<file path="src/rtl/otm_pkg.sv">
package otm_pkg;
    parameter int CHANS  = 32;
    parameter int CHAN_W = $clog2(CHANS);
    parameter int SVC_W  = 3;
    parameter int REG_W  = 4;
    parameter int DAT_W  = 16;
    parameter int TYPE_W = 6;
    parameter int PAY_W  = 26;
    parameter int CODE_W = 4;

    typedef enum logic [TYPE_W-1:0] {
        MT_OWN = 6'h02,
        MT_ERR = 6'h08,
        MT_CRW = 6'h3C
    } msg_kind_e;

    localparam logic [CODE_W-1:0] LOSS_OWN    = 4'd0;
    localparam logic [CODE_W-1:0] LOSS_BRANCH = 4'd1;
    localparam logic [CODE_W-1:0] LOSS_CRW    = 4'd2;

    typedef struct packed {
        msg_kind_e        kind;
        logic [PAY_W-1:0] pay;
    } trace_msg_t;

    function automatic trace_msg_t make_own(input logic fin,
                                            input logic [CHAN_W-1:0] ch,
                                            input logic [SVC_W-1:0] sid);
        trace_msg_t m;
        m.kind = MT_OWN;
        m.pay  = PAY_W'({sid, ch, fin});
        return m;
    endfunction

    function automatic trace_msg_t make_crw(input logic [CHAN_W-1:0] ch,
                                            input logic [REG_W-1:0] rg,
                                            input logic [DAT_W-1:0] dat);
        trace_msg_t m;
        m.kind = MT_CRW;
        m.pay  = PAY_W'({dat, rg, ch});
        return m;
    endfunction

    function automatic trace_msg_t make_err(input logic [CODE_W-1:0] code);
        trace_msg_t m;
        m.kind = MT_ERR;
        m.pay  = PAY_W'(code);
        return m;
    endfunction

    function automatic logic [CODE_W-1:0] loss_code(input msg_kind_e k);
        return (k == MT_CRW) ? LOSS_CRW : LOSS_OWN;
    endfunction
endpackage

</file>
<file path="src/rtl/otm_msg_build.sv">
module otm_msg_build
    import otm_pkg::*;
(
    input  logic [CHANS-1:0]  mask,
    input  logic              own_en,
    input  logic              crw_en,
    input  logic              begin_evt,
    input  logic              end_evt,
    input  logic [CHAN_W-1:0] chan,
    input  logic [SVC_W-1:0]  sid,
    input  logic              crw_evt,
    input  logic [REG_W-1:0]  rg,
    input  logic [DAT_W-1:0]  dat,
    output logic              cand_valid,
    output trace_msg_t        cand
);
    logic chan_on;
    assign chan_on = mask[chan];

    always_comb begin
        cand_valid = 1'b0;
        cand       = make_crw(chan, rg, dat);
        if (chan_on && own_en && (begin_evt || end_evt)) begin
            cand_valid = 1'b1;
            cand       = make_own(end_evt, chan, sid);
        end else if (chan_on && crw_en && crw_evt) begin
            cand_valid = 1'b1;
        end
    end
endmodule

</file>
<file path="src/rtl/otm_merge.sv">
module otm_merge
    import otm_pkg::*;
#(
    parameter int DEPTH = 8,
    localparam int CNT_W = $clog2(DEPTH + 1)
) (
    input  logic             clk,
    input  logic             rst,
    input  logic             cand_valid,
    input  trace_msg_t       cand,
    input  logic [CNT_W-1:0] fill,
    output logic [1:0]       wr_n,
    output trace_msg_t       wd0,
    output trace_msg_t       wd1
);
    logic              err_pend;
    logic [CODE_W-1:0] err_code;
    logic              lose;
    int                free;

    always_comb begin
        free = DEPTH - int'(fill);
        wr_n = 2'd0;
        wd0  = cand;
        wd1  = cand;
        lose = 1'b0;
        if (err_pend) begin
            wd0 = make_err(err_code);
            if (cand_valid) begin
                if (free >= 2)      wr_n = 2'd2;
                else if (free == 1) begin wr_n = 2'd1; lose = 1'b1; end
                else                lose = 1'b1;
            end else if (free >= 1) begin
                wr_n = 2'd1;
            end
        end else if (cand_valid) begin
            if (free >= 1) wr_n = 2'd1;
            else           lose = 1'b1;
        end
    end

    always_ff @(posedge clk) begin
        if (rst) begin
            err_pend <= 1'b0;
            err_code <= LOSS_OWN;
        end else if (lose) begin
            err_pend <= 1'b1;
            err_code <= loss_code(cand.kind);
        end else if (err_pend && wr_n != 2'd0) begin
            err_pend <= 1'b0;
        end
    end
endmodule

</file>
<file path="src/rtl/otm_fifo.sv">
module otm_fifo
    import otm_pkg::*;
#(
    parameter int DEPTH = 8,
    localparam int CNT_W = $clog2(DEPTH + 1),
    localparam int PTR_W = $clog2(DEPTH)
) (
    input  logic             clk,
    input  logic             rst,
    input  logic [1:0]       wr_n,
    input  trace_msg_t       wd0,
    input  trace_msg_t       wd1,
    input  logic             rd_ready,
    output logic             rd_valid,
    output trace_msg_t       rd_msg,
    output logic [CNT_W-1:0] fill
);
    trace_msg_t       mem [DEPTH];
    logic [PTR_W-1:0] wptr, rptr;
    logic             pop;

    function automatic logic [PTR_W-1:0] step(input logic [PTR_W-1:0] p, input int n);
        int s;
        s = int'(p) + n;
        if (s >= DEPTH) s = s - DEPTH;
        return PTR_W'(s);
    endfunction

    assign rd_valid = (fill != '0);
    assign rd_msg   = mem[rptr];
    assign pop      = rd_valid && rd_ready;

    always_ff @(posedge clk) begin
        if (wr_n != 2'd0) mem[wptr] <= wd0;
        if (wr_n == 2'd2) mem[step(wptr, 1)] <= wd1;
    end

    always_ff @(posedge clk) begin
        if (rst) begin
            wptr <= '0;
            rptr <= '0;
            fill <= '0;
        end else begin
            wptr <= step(wptr, int'(wr_n));
            if (pop) rptr <= step(rptr, 1);
            fill <= fill + CNT_W'(wr_n) - CNT_W'(pop);
        end
    end
endmodule

</file>
<file path="src/rtl/own_trace_gen.sv">
module own_trace_gen
    import otm_pkg::*;
#(
    parameter int DEPTH = 8
) (
    input  logic              clk,
    input  logic              rst,
    input  logic [CHANS-1:0]  chan_trace_mask,
    input  logic              own_msg_en,
    input  logic              crw_msg_en,
    input  logic              stall_mode_en,
    input  logic              svc_begin,
    input  logic              svc_end,
    input  logic [CHAN_W-1:0] svc_chan,
    input  logic [SVC_W-1:0]  svc_id,
    input  logic              crw_wr,
    input  logic [REG_W-1:0]  crw_reg,
    input  logic [DAT_W-1:0]  crw_data,
    output logic              stall_req,
    output logic              tq_valid,
    input  logic              tq_ready,
    output logic [TYPE_W-1:0] tq_type,
    output logic [PAY_W-1:0]  tq_payload
);
    localparam int CNT_W = $clog2(DEPTH + 1);

    logic             cand_valid;
    trace_msg_t       cand, wd0, wd1, head;
    logic [1:0]       wr_n;
    logic [CNT_W-1:0] fill;
    logic             stall_q;

    otm_msg_build u_build (
        .mask(chan_trace_mask), .own_en(own_msg_en), .crw_en(crw_msg_en),
        .begin_evt(svc_begin), .end_evt(svc_end), .chan(svc_chan), .sid(svc_id),
        .crw_evt(crw_wr), .rg(crw_reg), .dat(crw_data),
        .cand_valid(cand_valid), .cand(cand)
    );

    otm_merge #(.DEPTH(DEPTH)) u_merge (
        .clk(clk), .rst(rst), .cand_valid(cand_valid), .cand(cand),
        .fill(fill), .wr_n(wr_n), .wd0(wd0), .wd1(wd1)
    );

    otm_fifo #(.DEPTH(DEPTH)) u_fifo (
        .clk(clk), .rst(rst), .wr_n(wr_n), .wd0(wd0), .wd1(wd1),
        .rd_ready(tq_ready), .rd_valid(tq_valid), .rd_msg(head), .fill(fill)
    );

    always_ff @(posedge clk) begin
        if (rst) stall_q <= 1'b0;
        else     stall_q <= stall_mode_en &&
                            ((int'(fill) >= DEPTH - 2) || (stall_q && fill != '0));
    end

    assign stall_req  = stall_q;
    assign tq_type    = head.kind;
    assign tq_payload = head.pay;
endmodule

</file>
<file path="config.mk">
export PLATFORM = sky130hd
export DESIGN_NAME = own_trace_gen
export DESIGN_NICKNAME = d
export VERILOG_FILES = /design/src/rtl/otm_pkg.sv /design/src/rtl/otm_msg_build.sv /design/src/rtl/otm_merge.sv /design/src/rtl/otm_fifo.sv /design/src/rtl/own_trace_gen.sv
export SDC_FILE = /design/constraint.sdc
export NUM_CORES = 1
export LEC_CHECK = 0
export BUFFER_PORTS_ARGS = -buffer_cell sky130_fd_sc_hd__buf_2
export CAP_MARGIN = 20
export CORE_MARGIN = 5
export CORE_UTILIZATION = 65
export DETAILED_ROUTE_END_ITERATION = 6
export GPL_TIMING_DRIVEN = 0
export PLACE_DENSITY = 0.88
export SLEW_MARGIN = 20
export SYNTH_ARGS = -nofsm -noshare
export SYNTH_HDL_FRONTEND = slang
export SYNTH_SLANG_ARGS = --single-unit
export TNS_END_PERCENT = 30
</file>
<file path="constraint.sdc">
create_clock -name clk -period 8.5 [get_ports clk]
set_input_delay 1.7 -clock clk [delete_from_list [all_inputs] [get_ports clk]]
set_output_delay 1.7 -clock clk [all_outputs]
set_load 0.005 [all_outputs]
</file>
Word level (Yosys, flattened, before mapping)
Memories as Yosys holds them, arrays and structs flattened. A register that Yosys moved wholly into a read port is not among the register bits.
Index checks and enable logic that the tools add are counted.

storage, ports and cells
  memories = 1
  logic and storage cells = 69
  memory bits (writable) = 256
  bits in registers = 16
  output and inout port bits = 34

memories
  name        depth  bits a word  rd ports  clocked after memory_dff  wr ports  RTL line        text
  u_fifo.mem  8      32           1         1                         2         otm_fifo.sv:18  trace_msg_t mem [DEPTH];

operators by class
  reduce and logical (&&, ||, !) cells = 13
  equal/unequal tests = 3
  mux-type cells = 30
  $lt $le $gt $ge = 7
  add/subtract/negate cells = 9

operator list
  cell                                                                     number
  32-bit 2-to-1 mux                                                        2
  32-bit by 2-bit equality test with 1-bit output (second input constant)  1
  32-bit by 2-bit >= comparator with 1-bit output (second input constant)  1
  32-bit by 3-bit >= comparator with 1-bit output (second input constant)  1
  3-bit 2-to-1 mux                                                         6
  1-bit 2-to-1 mux                                                         16
  4-bit >= comparator (second input constant)                              3
  2-bit 2-to-1 mux                                                         5
  3-bit by 1-bit subtractor with 3-bit output (second input constant)      3
  3-bit by 1-bit adder with 4-bit output (second input constant)           2
  1-bit logical AND                                                        8
  6-bit equality test (second input constant)                              1
  5-bit by 6-bit < comparator with 1-bit output (second input constant)    1
  1-bit binary-select mux with 5-bit select                                1
  4-bit by 4-bit subtractor with 5-bit output (first input constant)       1
  3-bit by 2-bit adder with 4-bit output                                   1
  4-bit by 2-bit adder with 4-bit output                                   1
  4-bit by 3-bit >= comparator with 1-bit output (second input constant)   1
  2-bit nonzero test                                                       2
  4-bit nonzero test                                                       1
  4-bit by 1-bit subtractor with 4-bit output                              1
  2-bit equality test (second input constant)                              1
  1-bit logical OR                                                         2

Longest topological paths before layout
  word-level depth = 12
  depth in mapped cells = 16
  depth with buffers taken out = 15

By module
Synthesis repeated with hierarchy kept, for this count alone.

second synthesis, totals
  cell total of the unflattened synthesis = 944
  area, all modules = 14,963.1 sq um

modules (own cells, without submodules)
  module         area each (sq um)  cells each  seq. area each (sq um)  times used
  otm_fifo       13,442.9           746         7,947.6                 1
  otm_merge      828.3              114         40.0                    1
  otm_msg_build  649.4              80          0.0                     1
  own_trace_gen  42.5               4           20.0                    1

Worst setup path before layout
OpenSTA, ideal clock, no wires.

  path kind = input to register
  start point = input port svc_chan[0]
  end point = memory u_fifo.mem[1][0] (netlist bit), enable pin
  data arrival time = 4.647 ns
  path buffers = 3
  path slack = 3.430 ns
  stages = 9
  data required time = 8.077 ns
  cell sequence = buf_6 buf_12 mux2i_1 a22oi_1 a31oi_1 a22oi_2 buf_6 or4b_1 o22ai_1

RTL lines
  element      RTL line             text
  from (decl)  own_trace_gen.sv:14  input logic [CHAN_W-1:0] svc_chan,
  to (decl)    otm_fifo.sv:18

==> report_table.html <==
<table>
<tr><th>Metric</th><th>Value</th></tr>
<tr><th colspan="2">Run status</th></tr>
<tr><td>Run status</td><td>finished, final reports clean</td></tr>
<tr><th colspan="2">Setup path</th></tr>
<tr><td>Internal reg-to-reg setup slack</td><td>just over 5000 ps</td></tr>
<tr><td>Type of the worst setup path</td><td>flop to output port</td></tr>
<tr><td>Number of cell instances on the worst register-to-register path</td><td>7</td></tr>
<tr><td>Kind of cell with the highest combined delay on the critical path</td><td>buffers and inverters</td></tr>
<tr><td>Source of the worst register-to-register timing path</td><td>u_fifo.wptr[1]$_SDFF_PP0_</td></tr>
<tr><td>Crit-path max FO</td><td>10</td></tr>
<tr><td>Worst path required time</td><td>about 6800 ps</td></tr>
<tr><td>Kind of launch point of the worst setup path</td><td>flop</td></tr>
<tr><td>Worst Path Arrival</td><td>about 3300 ps</td></tr>
<tr><td>Critical Path Max Stage Delay</td><td>710 ps</td></tr>
<tr><td>Buffers and inverters on the worst path</td><td>4</td></tr>
<tr><td>Worst path slowest cell</td><td>sky130_fd_sc_hd__clkbuf_1</td></tr>
<tr><td>CP Cell Sequence</td><td>clkbuf_1, buf_2, mux4_2, mux2_2, buf_4, buf_2</td></tr>
<tr><td>Number of stages on the worst setup path</td><td>6</td></tr>
<tr><td>Type of destination of the critical path</td><td>output port</td></tr>
<tr><td>End of the worst register-to-register path</td><td>u_fifo.mem[7][24]$_DFFE_PP_</td></tr>
<tr><td>Worst path most repeated cell</td><td>sky130_fd_sc_hd__buf_2</td></tr>
<tr><td>Critical Path Sink</td><td>tq_type[4]</td></tr>
<tr><th colspan="2">Clock tree</th></tr>
<tr><td>Number of gates resized after CTS</td><td>0</td></tr>
<tr><td>Worst-case clock buffer depth</td><td>3</td></tr>
<tr><td>Clk pin slew, worst setup/hold paths</td><td>60 ps</td></tr>
<tr><td>Post-CTS Setup Bufs</td><td>0</td></tr>
<tr><td>CTS tree</td><td>built</td></tr>
<tr><td>Number of sinks driven by the clock tree</td><td>240</td></tr>
<tr><td>Hold buffer count at CTS</td><td>0</td></tr>
<tr><td>Clock buffer count from CTS</td><td>24</td></tr>
<tr><td>CTS Root Buffer Type</td><td>sky130_fd_sc_hd__clkbuf_16</td></tr>
<tr><td>Count of H-tree levels built during CTS</td><td>1</td></tr>
<tr><td>Clock latency on the worst-skew pair</td><td>slightly above 500 ps</td></tr>
<tr><th colspan="2">Global routing</th></tr>
<tr><td>Maximum number of pins on one net before global-route repair</td><td>19</td></tr>
<tr><td>First-pass GRT wire length</td><td>49.5 mm</td></tr>
<tr><td>Initial antenna violation count</td><td>1</td></tr>
<tr><td>Leftover overflow at the end of global routing</td><td>0</td></tr>
<tr><td>Number of global-route vias before repair</td><td>between 8000 and 9000</td></tr>
<tr><td>Overall Global Routing Usage</td><td>approximately a third</td></tr>
<tr><th colspan="2">STA</th></tr>
<tr><td>PnR worst setup slack</td><td>around 3500 ps</td></tr>
<tr><td>Worst hold slack after final layout</td><td>about 500 ps</td></tr>
<tr><td>Setup Viol. Count Final</td><td>0</td></tr>
<tr><td>Slew at the pin with the worst max-slew slack</td><td>947 ps</td></tr>
<tr><td>Fin Clk Skew</td><td>18.6 ps</td></tr>
<tr><td>Unrepaired setup endpoints after global routing</td><td>false</td></tr>
<tr><td>Final slew viol count</td><td>0</td></tr>
<tr><td>Relative slew slack</td><td>approximately 37%</td></tr>
<tr><td>Final worst path period share</td><td>between 50 and 60%</td></tr>
<tr><td>Tmin final</td><td>between 4000 and 5000 ps</td></tr>
<tr><td>Fmax achieved</td><td>approximately 200 MHz</td></tr>
<tr><td>Aggregate negative setup slack</td><td>0 ps</td></tr>
<tr><td>Number of hold-slack violations in the final timing report</td><td>0</td></tr>
<tr><th colspan="2">Die</th></tr>
<tr><td>Vertical extent of the die</td><td>144 um</td></tr>
<tr><td>Row cnt</td><td>between 40 and 50</td></tr>
<tr><td>Area of the core region</td><td>approximately 0.018 mm^2</td></tr>
<tr><td>Ports placed on the boundary</td><td>about 100</td></tr>
<tr><td>Die X</td><td>between 100 and 150 um</td></tr>
<tr><td>Starting Density</td><td>between 60% and 70%</td></tr>
<tr><td>Total Die Area</td><td>about 0.021 mm^2</td></tr>
<tr><th colspan="2">Detailed routing</th></tr>
<tr><td>First-pass iteration count of the detailed router</td><td>6</td></tr>
<tr><td>Via Count</td><td>8049</td></tr>
<tr><td>Total length of routed wires</td><td>32.9 mm</td></tr>
<tr><td>Final routed DRC violation total</td><td>0</td></tr>
<tr><td>Post-route antenna net violation count</td><td>0</td></tr>
<tr><td>Per-cell via count in the routed design</td><td>just under 7</td></tr>
<tr><td>DR WL/cell</td><td>approximately 28 um</td></tr>
<tr><td>Detailed router's first-iteration violation count</td><td>1038</td></tr>
<tr><th colspan="2">Pwr</th></tr>
<tr><td>Worst IR drop on VDD</td><td>0.198 mV</td></tr>
<tr><td>Power per cell area</td><td>roughly 280 mW/mm^2</td></tr>
<tr><td>Static leakage</td><td>around 4.7 nW</td></tr>
<tr><th colspan="2">Layout</th></tr>
<tr><td>Number of standard cells in the final layout excluding fillers</td><td>roughly 1200</td></tr>
<tr><td>Share of the core filled with cells</td><td>approximately three quarters</td></tr>
<tr><td>Share of final-layout standard cells stronger than drive strength 1</td><td>a little under a third</td></tr>
<tr><td>Most common cell after layout, fill and taps aside</td><td>sky130_fd_sc_hd__edfxtp_1</td></tr>
<tr><td>Commonest cells after routing, fill and taps aside</td><td>224 x sky130_fd_sc_hd__edfxtp_1, 128 x sky130_fd_sc_hd__nor3b_1, 125 x sky130_fd_sc_hd__buf_2</td></tr>
<tr><td>Net count of the finished layout</td><td>around 1000</td></tr>
<tr><td>Area grow syn2layout</td><td>16.4%</td></tr>
<tr><th colspan="2">Place</th></tr>
<tr><td>Placed cell count</td><td>between 1000 and 1500</td></tr>
<tr><td>Input/output buffers</td><td>between 90 and 100</td></tr>
<tr><td>Post-Place Worst Slack</td><td>roughly 3500 ps</td></tr>
<tr><td>Half-perimeter wire length after placement</td><td>19.9 mm</td></tr>
<tr><td>Gp weighted congestion</td><td>roughly 0.85</td></tr>
<tr><th colspan="2">Synth</th></tr>
<tr><td>Syn_area_per_cell</td><td>around 15 um^2</td></tr>
<tr><td>Number of different library cells in the post-synthesis netlist</td><td>49</td></tr>
<tr><td>Number of synthesized flops with an enable pin</td><td>224</td></tr>
<tr><td>Mapped cell area</td><td>0.0117 mm^2</td></tr>
<tr><td>Count of synthesis-stage warnings from yosys</td><td>0</td></tr>
<tr><td>Leading post-synthesis cells by cell area</td><td>sky130_fd_sc_hd__edfxtp_1 57%, sky130_fd_sc_hd__mux4_2 11%, sky130_fd_sc_hd__nor3b_1 8.2%, sky130_fd_sc_hd__mux2_2 3.7%, sky130_fd_sc_hd__dfxtp_1 2.7%</td></tr>
<tr><td>Fraction of the yosys area taken by sequential cells</td><td>60.2%</td></tr>
<tr><td>Top flip-flop cell by instance count after synthesis</td><td>sky130_fd_sc_hd__edfxtp_1</td></tr>
<tr><td>Area share of the largest cell type after synthesis</td><td>57.4%</td></tr>
<tr><td>Number of instances in the synthesized netlist</td><td>788</td></tr>
<tr><td>Largest area contributor in the netlist</td><td>sky130_fd_sc_hd__edfxtp_1</td></tr>
<tr><td>Register bit total from synthesis</td><td>240</td></tr>
<tr><td>Share of flip-flops with an asynchronous set or reset after synthesis</td><td>0%</td></tr>
<tr><th colspan="2">Worst hold path</th></tr>
<tr><td>Hold path depth</td><td>2</td></tr>
<tr><td>Path type of the worst min-delay path</td><td>flop to flop</td></tr>
<tr><th colspan="2">Job</th></tr>
<tr><td>Max Cap Viol</td><td>0</td></tr>
</table>
power by group:
group	internal [mW]	leakage, nW	total, mW	switching, mW
combinational	0.551	2.12	1.25	0.700
clock	0.602	0.374	1.03	0.431
sequential	1.44	2.16	1.49	0.0446
worst min-delay path, stage by stage (launching register included):
cell and delay (ps):
sky130_fd_sc_hd__dfxtp_1 320, sky130_fd_sc_hd__nand3b_1 80, sky130_fd_sc_hd__a21oi_1 60
routing by layer:
layer / global-route usage [%] / share of wire (%)
met5: 0 / 0
met1: 39.8 / 33
met3: 7.87 / 12
met4: 15.0 / 4.8
met2: 54.3 / 51
sequential cells by signal, indices dropped and copies added, names as in the netlist, named ones only:
register	cells
u_fifo.wptr	3
u_fifo.fill	4
u_fifo.mem	224
u_merge.err_pend	1
u_merge.err_code	1
stall_req	1
u_fifo.rptr	3
final cells by class:
class / count / area [um^2]
multi-input cells: 471 / 4390
diodes: 2 / 5.00
inverters: 14 / 52.6
flip-flops and latches: 240 / 7050
clock buffers: 35 / 704
well taps: 229 / 287
fillers: 931 / 4200
plain buffers: 64 / 357
clock inverters: 7 / 56.3
repair buffers: 110 / 738
Yosys cell counts, types with 6 or more instances:
| library cell | number |
|---|---|
| sky130_fd_sc_hd__a21oi_1 | 9 |
| sky130_fd_sc_hd__buf_2 | 25 |
| sky130_fd_sc_hd__buf_6 | 7 |
| sky130_fd_sc_hd__clkbuf_1 | 23 |
| sky130_fd_sc_hd__dfxtp_1 | 16 |
| sky130_fd_sc_hd__edfxtp_1 | 224 |
| sky130_fd_sc_hd__ha_1 | 14 |
| sky130_fd_sc_hd__inv_1 | 14 |
| sky130_fd_sc_hd__mux2_2 | 38 |
| sky130_fd_sc_hd__mux2i_1 | 27 |
| sky130_fd_sc_hd__mux4_2 | 56 |
| sky130_fd_sc_hd__nand2_1 | 14 |
| sky130_fd_sc_hd__nand2b_1 | 12 |
| sky130_fd_sc_hd__nor2_1 | 85 |
| sky130_fd_sc_hd__nor2b_1 | 12 |
| sky130_fd_sc_hd__nor3b_1 | 128 |
| sky130_fd_sc_hd__o22ai_1 | 8 |
| sky130_fd_sc_hd__xnor2_1 | 6 |
per-stage QoR:
step	total power [mW]	area [um^2]
finish	3.77	13600
global route	3.92	13600
CTS	3.75	13600
detailed placement	2.71	12900
global placement	2.62	12500
floorplan	2.29	11700
cells by family (layout without fill, tap and decap cells):
| logic type | Yosys count | in the layout | synth area share [%] |
|---|---|---|---|
| AOI/OAI and AO/OA | 40 | 40 | 2.61 |
| xor gates and xnor gates | 9 | 9 | 0.673 |
| adders and majority gates | 16 | 16 | 1.84 |
| buffers and inverters | 78 | 230 | 3.48 |
| DFF | 240 | 240 | 60.2 |
| muxes | 121 | 121 | 16.7 |
| other | 1 | 4 | 0.0320 |
| and+or+nand+nor | 283 | 283 | 14.5 |
worst min path at each step:
stage	startpoint	end	slack, ps
2_1_floorplan	u_merge.err_pend$_SDFFE_PP0P_	u_merge.err_pend$_SDFFE_PP0P_	460
3_3_place_gp	u_merge.err_pend$_SDFFE_PP0P_	u_merge.err_pend$_SDFFE_PP0P_	470
3_5_place_dp	u_merge.err_pend$_SDFFE_PP0P_	u_merge.err_pend$_SDFFE_PP0P_	480
4_1_cts	u_merge.err_pend$_SDFFE_PP0P_	u_merge.err_pend$_SDFFE_PP0P_	490
5_1_grt	u_merge.err_pend$_SDFFE_PP0P_	u_merge.err_pend$_SDFFE_PP0P_	510
6_report	u_merge.err_pend$_SDFFE_PP0P_	u_merge.err_pend$_SDFFE_PP0P_	500
(Power assumes the default switching activity.)
